## src/rtl/h2s_pkg.sv

```systemverilog
package h2s_pkg;

    localparam int H_EXP_W   = 5;
    localparam int H_MAN_W   = 10;
    localparam int S_EXP_W   = 8;
    localparam int S_MAN_W   = 23;
    localparam int H_W       = 1 + H_EXP_W + H_MAN_W;
    localparam int S_W       = 1 + S_EXP_W + S_MAN_W;
    localparam int H_BIAS    = (2 ** (H_EXP_W - 1)) - 1;
    localparam int S_BIAS    = (2 ** (S_EXP_W - 1)) - 1;
    localparam int EXP_ADJ   = S_BIAS - H_BIAS;
    localparam int MAN_SHIFT = S_MAN_W - H_MAN_W;
    localparam int SH_W      = $clog2(H_MAN_W + 1);

    typedef struct packed {
        logic               sign;
        logic [H_EXP_W-1:0] exp;
        logic [H_MAN_W-1:0] man;
    } half_t;

    typedef struct packed {
        logic               sign;
        logic [S_EXP_W-1:0] exp;
        logic [S_MAN_W-1:0] man;
    } single_t;

    typedef enum logic [2:0] {
        CLS_ZERO,
        CLS_SUB,
        CLS_NORM,
        CLS_INF,
        CLS_NAN
    } h_class_e;

    // place a half mantissa at the top of a single mantissa
    function automatic logic [S_MAN_W-1:0] widen_man(input logic [H_MAN_W-1:0] m);
        return {m, {MAN_SHIFT{1'b0}}};
    endfunction

    // quiet bit of a single-precision mantissa
    function automatic logic [S_MAN_W-1:0] quiet_bit();
        logic [S_MAN_W-1:0] q;
        q = '0;
        q[S_MAN_W-1] = 1'b1;
        return q;
    endfunction

endpackage

```

## src/rtl/h2s_classify.sv

```systemverilog
module h2s_classify
    import h2s_pkg::*;
(
    input  half_t    h,
    output h_class_e cls
);
    logic exp_max;
    logic exp_min;
    logic man_nz;

    assign exp_max = &h.exp;
    assign exp_min = ~|h.exp;
    assign man_nz  = |h.man;

    always_comb begin
        if (exp_max) begin
            cls = man_nz ? CLS_NAN : CLS_INF;
        end else if (exp_min) begin
            cls = man_nz ? CLS_SUB : CLS_ZERO;
        end else begin
            cls = CLS_NORM;
        end
    end
endmodule

```

## src/rtl/h2s_subnorm.sv

```systemverilog
module h2s_subnorm #(
    parameter int MAN_W = 10,
    parameter int SHW   = $clog2(MAN_W + 1)
) (
    input  logic [MAN_W-1:0] man,
    output logic [SHW-1:0]   shift,
    output logic [MAN_W-1:0] frac
);
    logic [SHW-1:0] lead;

    // priority encoder: highest set bit wins
    always_comb begin
        lead = '0;
        for (int i = 0; i < MAN_W; i++) begin
            if (man[i]) begin
                lead = SHW'(i);
            end
        end
    end

    assign shift = SHW'(MAN_W) - lead;
    assign frac  = man << shift;
endmodule

```

## src/rtl/h2s_assemble.sv

```systemverilog
module h2s_assemble
    import h2s_pkg::*;
(
    input  half_t           h,
    input  h_class_e        cls,
    input  logic [SH_W-1:0] shift,
    input  logic [H_MAN_W-1:0] frac,
    output single_t         s
);
    localparam logic [S_EXP_W-1:0] EXP_ALL1 = '1;
    localparam logic [S_EXP_W-1:0] SUB_BASE = S_EXP_W'(EXP_ADJ + 1);

    always_comb begin
        s.sign = h.sign;
        unique case (cls)
            CLS_ZERO: begin
                s.exp = '0;
                s.man = '0;
            end
            CLS_SUB: begin
                s.exp = SUB_BASE - S_EXP_W'(shift);
                s.man = widen_man(frac);
            end
            CLS_INF: begin
                s.exp = EXP_ALL1;
                s.man = '0;
            end
            CLS_NAN: begin
                s.exp = EXP_ALL1;
                s.man = widen_man(h.man) | quiet_bit();
            end
            default: begin
                s.exp = S_EXP_W'(h.exp) + S_EXP_W'(EXP_ADJ);
                s.man = widen_man(h.man);
            end
        endcase
    end
endmodule

```

## src/rtl/h2s_convert.sv

```systemverilog
module h2s_convert
    import h2s_pkg::*;
(
    input  logic           clk,
    input  logic           rst,
    input  logic           in_valid,
    input  logic [H_W-1:0] in_half,
    output logic           out_valid,
    output logic [S_W-1:0] out_single
);
    half_t             h;
    h_class_e          cls;
    logic [SH_W-1:0]   sub_shift;
    logic [H_MAN_W-1:0] sub_frac;
    single_t           nxt;
    single_t           res_q;

    assign h = half_t'(in_half);

    h2s_classify u_cls (
        .h   (h),
        .cls (cls)
    );

    h2s_subnorm #(
        .MAN_W (H_MAN_W),
        .SHW   (SH_W)
    ) u_sub (
        .man   (h.man),
        .shift (sub_shift),
        .frac  (sub_frac)
    );

    h2s_assemble u_asm (
        .h     (h),
        .cls   (cls),
        .shift (sub_shift),
        .frac  (sub_frac),
        .s     (nxt)
    );

    always_ff @(posedge clk) begin
        if (rst) begin
            out_valid <= 1'b0;
        end else begin
            out_valid <= in_valid;
        end
    end

    always_ff @(posedge clk) begin
        if (in_valid) begin
            res_q <= nxt;
        end
    end

    assign out_single = res_q;
endmodule

```

## config.mk

```make
export PLATFORM = sky130hd
export DESIGN_NAME = h2s_convert
export DESIGN_NICKNAME = d
export VERILOG_FILES = /design/src/rtl/h2s_pkg.sv /design/src/rtl/h2s_classify.sv /design/src/rtl/h2s_subnorm.sv /design/src/rtl/h2s_assemble.sv /design/src/rtl/h2s_convert.sv
export SDC_FILE = /design/constraint.sdc
export NUM_CORES = 1
export LEC_CHECK = 0
export CELL_PAD_IN_SITES_DETAIL_PLACEMENT = 1
export CELL_PAD_IN_SITES_GLOBAL_PLACEMENT = 2
export CORE_MARGIN = 2
export CORE_UTILIZATION = 27
export CTS_BUF_LIST = sky130_fd_sc_hd__clkbuf_16
export CTS_CLUSTER_SIZE = 14
export DETAILED_ROUTE_END_ITERATION = 6
export PLACE_DENSITY_LB_ADDON = 0.1
export SLEW_MARGIN = 25
export SYNTH_ARGS = -nofsm -noshare
export SYNTH_HDL_FRONTEND = slang
export SYNTH_SLANG_ARGS = --single-unit
export TNS_END_PERCENT = 10
```

## constraint.sdc

```tcl
create_clock -name clk -period 4.1 [get_ports clk]
set_input_delay 1.025 -clock clk [delete_from_list [all_inputs] [get_ports clk]]
set_output_delay 1.025 -clock clk [all_outputs]
set_load 0.01 [all_outputs]
```

======== Yosys cells after proc, flatten, opt, wreduce, memory -nomap -nowiden ========
Index checks and enable logic that the tools add are counted.
operators by class
  reduce and logical (&&, ||, !) cells .... 4
  add/subtract/negate cells ............... 3
  shift-type cells ........................ 1
  equality and inequality tests ........... 3
  muxes and demuxes ....................... 14
operators by type and width
  cell                                                 count
  one-hot mux 31 bit (4 select lines)                  1
  two-way mux 3 bit                                    7
  OR reduction 10 bit                                  1
  << shifter 10 x 4 -> 10 bit                          1
  adder 5 x 7 -> 8 bit, second input constant          1
  two-way mux 4 bit                                    2
  subtractor 7 x 4 -> 8 bit, first input constant      1
  AND reduction 5 bit                                  1
  OR reduction 5 bit                                   1
  two-way mux 2 bit                                    2
  subtractor 4 bit, first input constant               1
  equality test 3 x 1 -> 1 bit, second input constant  1
  equality test 3 x 2 -> 1 bit, second input constant  1
  equality test 3 bit, second input constant           1
  zero test 3 bit                                      1
  two-way mux 1 bit                                    2
storage, ports and cells
  logic and storage cells ................. 29
  input port bits ......................... 19
  output and inout bits ................... 33
  register bits ........................... 33

======== Longest topological paths before layout ========
  depth after elaboration ................. 12
  depth in mapped cells ................... 12
  gate-level depth less buffers ........... 11

======== Hierarchy ========
A second synthesis with hierarchy kept.
second synthesis, totals
  cells, all modules ...................... 197
  area total of the unflattened synthesis .. 2058.2 um^2
by module, submodules not included
  module        sequential area each (um^2)  times used  cells each  area an instance (um^2)
  h2s_convert   980.9                        1           34          994.7
  h2s_subnorm   0.0                          1           88          576.8
  h2s_assemble  0.0                          1           62          410.4
  h2s_classify  0.0                          1           13          76.3

======== Least setup slack after synthesis ========
Ideal clock, no wire load.
  path kind ............................... input port to flip-flop
  start point ............................. input port in_half[1]
  end point ............................... register res_q, in the netlist out_single[21], data pin
  buffers on the path ..................... 1
  setup slack ............................. 0.718 ns
  library setup time ...................... 0.257 ns
  stages on the path ...................... 10
  arrival ................................. 3.125 ns
  required time ........................... 3.843 ns
  path through ............................ nor2b_1 o21ai_1 o211a_4 inv_4 ha_1 or4_1 and2_1 buf_8 or3_1 a32o_1
RTL lines
  item                  line               source
  start, declared       h2s_convert.sv:7   input logic [H_W-1:0] in_half,
  end signal, assigned  h2s_convert.sv:52  res_q <= nxt;
  end, declared         h2s_convert.sv:16  single_t res_q;

==> run summary <==
Final setup TNS -> 0 ns
Vert. Die Dim -> 78.3 um
IO Pins -> 52
EDFF count, synth -> 18
Cell area after layout -> 2000 um2
RSZ-0062 raised after global routing -> false
Main flop type after synthesis -> edfxtp_1
Vias in the first global route -> 1371
Slew margin rel. -> 0.472
Number of max-cap violations -> 0
Status -> completed
Register area -> 561 um2
Die width -> 78.3 um
Biggest cell delay along the critical path -> 0.59 ns
RePlAce Congestion -> 0.852
Number of port buffers -> 38
Worst setup path category -> input port to flop
# nets final -> 216
Clock transition at path regs -> 0.05 ns
Row cnt -> 27
Met1 usage -> 0.171
Setup Buffers After CTS -> 0
CTS tree -> yes
Final core occ -> 0.369
Worst hold path type -> input port to flop
Hold Violations, Final -> 0
Post-DRT Antenna Nets -> 0
First-pass GRT wire length -> 6880 um
Core box area -> 5410 um2
Max stage delay cell, worst path -> clkdlybuf4s50_1
Synthesis-to-layout area growth -> 34.1%
Grt ovf -> 0
CTS resizes -> 0
Total Wirelength -> 4160 um
YS warnings -> 0
Initial antenna violation count -> 0
H-Tree Depth -> 1
Maximum vdd ir drop -> 0.160 mV
CTS Buf Count -> 3
#FFs+latches synth -> 19
Synthesized instance count -> 151
Count of clock tree sinks -> 19
Distinct cell type count of the synthesized netlist -> 51
DP HPWL -> 3450 um
Largest net degree at the start of global routing -> 20
Max-slew violation count -> 0
Clock root buffer master -> clkbuf_16
Highest net fanout along the worst path -> 8
Multi-input logic area -> 783 um2
Buffers and inverters on the worst path -> 3
Slew @ Worst Pin -> 0.790 ns
Area after DPL -> 1920 um2
Worst path required time -> 4.10 ns
Layer with the highest usage -> met2
Die area -> 6120 um2
Crit. End Element -> flop
P_leak -> 0.760 nW
Overall Global Routing Usage -> 0.141
Worst path top cell family by delay -> simple AND/OR/NAND/NOR gates
Share of cells above drive strength 1 -> 0.144
Iter 0 DRT Violations -> 43
Starting Density -> 0.275
F_max -> 260 MHz
DR DRC count -> 0
Crit path DAT -> 3.84 ns
# diodes -> 0
Vias per inst -> 4.87
Via count -> 1295
Met3 usage in global routing -> 0.0241
DRT Pass-1 Iters -> 4
Synthesized area per cell -> 9.86 um2
Clk buf depth -> 2
Routed len/inst -> 15.6 um
Min cycle time layout -> 3.84 ns
Crit start category -> input port
CP Cell Sequence -> clkdlybuf4s50_1, inv_1, nand3_1, o211a_4, inv_4, ha_1, or4_1, and2_1, or3_1, a32o_1
# fillers -> 624
Fin crit share -> 0.937
Pwr Density -> 302 nW/um2
Hold Buf Count CTS -> 0
Final Setup Violations -> 0
Sequential area share after synthesis -> 0.376
Post-synth ARST share -> 0
Met2 GRT Util -> 0.247
Mapped Area -> 1490 um2
## routing by layer
metal,up-vias,part of all wire
met5,-,0
met3,9,0.050
met4,0,0.025
li1,627,-
met2,41,0.49
met1,618,0.43
## synth_stat cells, types with 2 or more instances
| cell | instances | area [um2] |
|---|---|---|
| or3_1 | 3 | 18.8 |
| nor2_1 | 8 | 30.0 |
| and2_1 | 7 | 43.8 |
| nand3_1 | 4 | 20.0 |
| buf_4 | 14 | 105 |
| o21ai_0 | 7 | 35.0 |
| edfxtp_1 | 18 | 541 |
| o31a_1 | 2 | 17.5 |
| a32o_1 | 2 | 20.0 |
| ha_1 | 2 | 25.0 |
| a22o_1 | 3 | 26.3 |
| nand2_1 | 9 | 33.8 |
| buf_6 | 3 | 33.8 |
| clkbuf_1 | 4 | 15.0 |
| inv_1 | 4 | 15.0 |
| nand2b_1 | 2 | 12.5 |
| nor2_4 | 2 | 22.5 |
| a21o_1 | 5 | 37.5 |
| a221o_1 | 3 | 30.0 |
| nor2b_1 | 3 | 18.8 |
| nand4_1 | 2 | 12.5 |
| o31ai_1 | 4 | 30.0 |
| a21oi_1 | 6 | 30.0 |
| mux2i_1 | 2 | 20.0 |
| nor3_1 | 4 | 20.0 |
| mux2_2 | 3 | 33.8 |
## power breakdown
part           total [W]  switching, W  internal, W
clock           0.000193     0.0000635     0.000129
sequential      0.000235    0.00000403     0.000231
combinational   0.000175     0.0000881    0.0000869
## final timing paths
kind              depth (start not counted)  slack [ns]                        to       start
setup / recovery                         10        0.26  out_single[21]$_DFFE_PP_  in_half[6]
hold / removal                            2        1.32      out_valid$_SDFF_PP0_         rst
## logic make-up (layout without fill, tap and decap cells)
group           count (synthesis)  in the layout  synth area share
mux                             6              6            0.0513
flops                          19             19             0.376
fa+ha+maj                       2              2            0.0168
xor+xnor                        1              1           0.00588
buf+inv                        27             58             0.128
other cells                     1             13           0.00252
compound gates                 43             43             0.219
simple gates                   52             52             0.201
## flip-flops by register name (all words and copies together), names as in the netlist
name,cells
out_valid,1
out_single,18
## cell type report
class / instances / area share
Clock buffer: 3 / 0.0376
Clock inverter: 1 / 0.00188
Inverter: 5 / 0.0107
Multi-Input combinational cell: 117 / 0.392
Sequential cell: 19 / 0.281
Tap cell: 72 / 0.0451
Timing Repair Buffer: 49 / 0.232
## through the flow
step                setup slack [ns]  total power, W  hold WS, ns  cells
floorplan                      0.718        0.000339         1.10    163
global placement               0.158        0.000409         1.56    262
detailed placement            0.0254        0.000415         1.58    262
CTS                            0.289        0.000609         1.32    266
global route                   0.151        0.000630         1.34    266
finish                         0.258        0.000603         1.32    266
## layout by cell type, fill, tap and decap left out, types with 2 or more instances in the layout
cell	n
ha_1	2
edfxtp_1	18
nand4_1	2
mux2_2	3
o31a_1	2
nand3_1	4
nor2b_1	3
nand2b_1	2
clkbuf_16	3
and2_1	7
nand2_1	9
a32o_1	2
mux2i_1	2
buf_4	11
nor2_4	2
a22o_1	3
clkdlybuf4s50_1	38
a21oi_1	6
o31ai_1	4
a21o_1	5
nor2_1	8
a221o_1	3
or3_1	3
conb_1	13
inv_1	5
nor3_1	4
o21ai_0	7
Power figures use the tool's default switching activity.
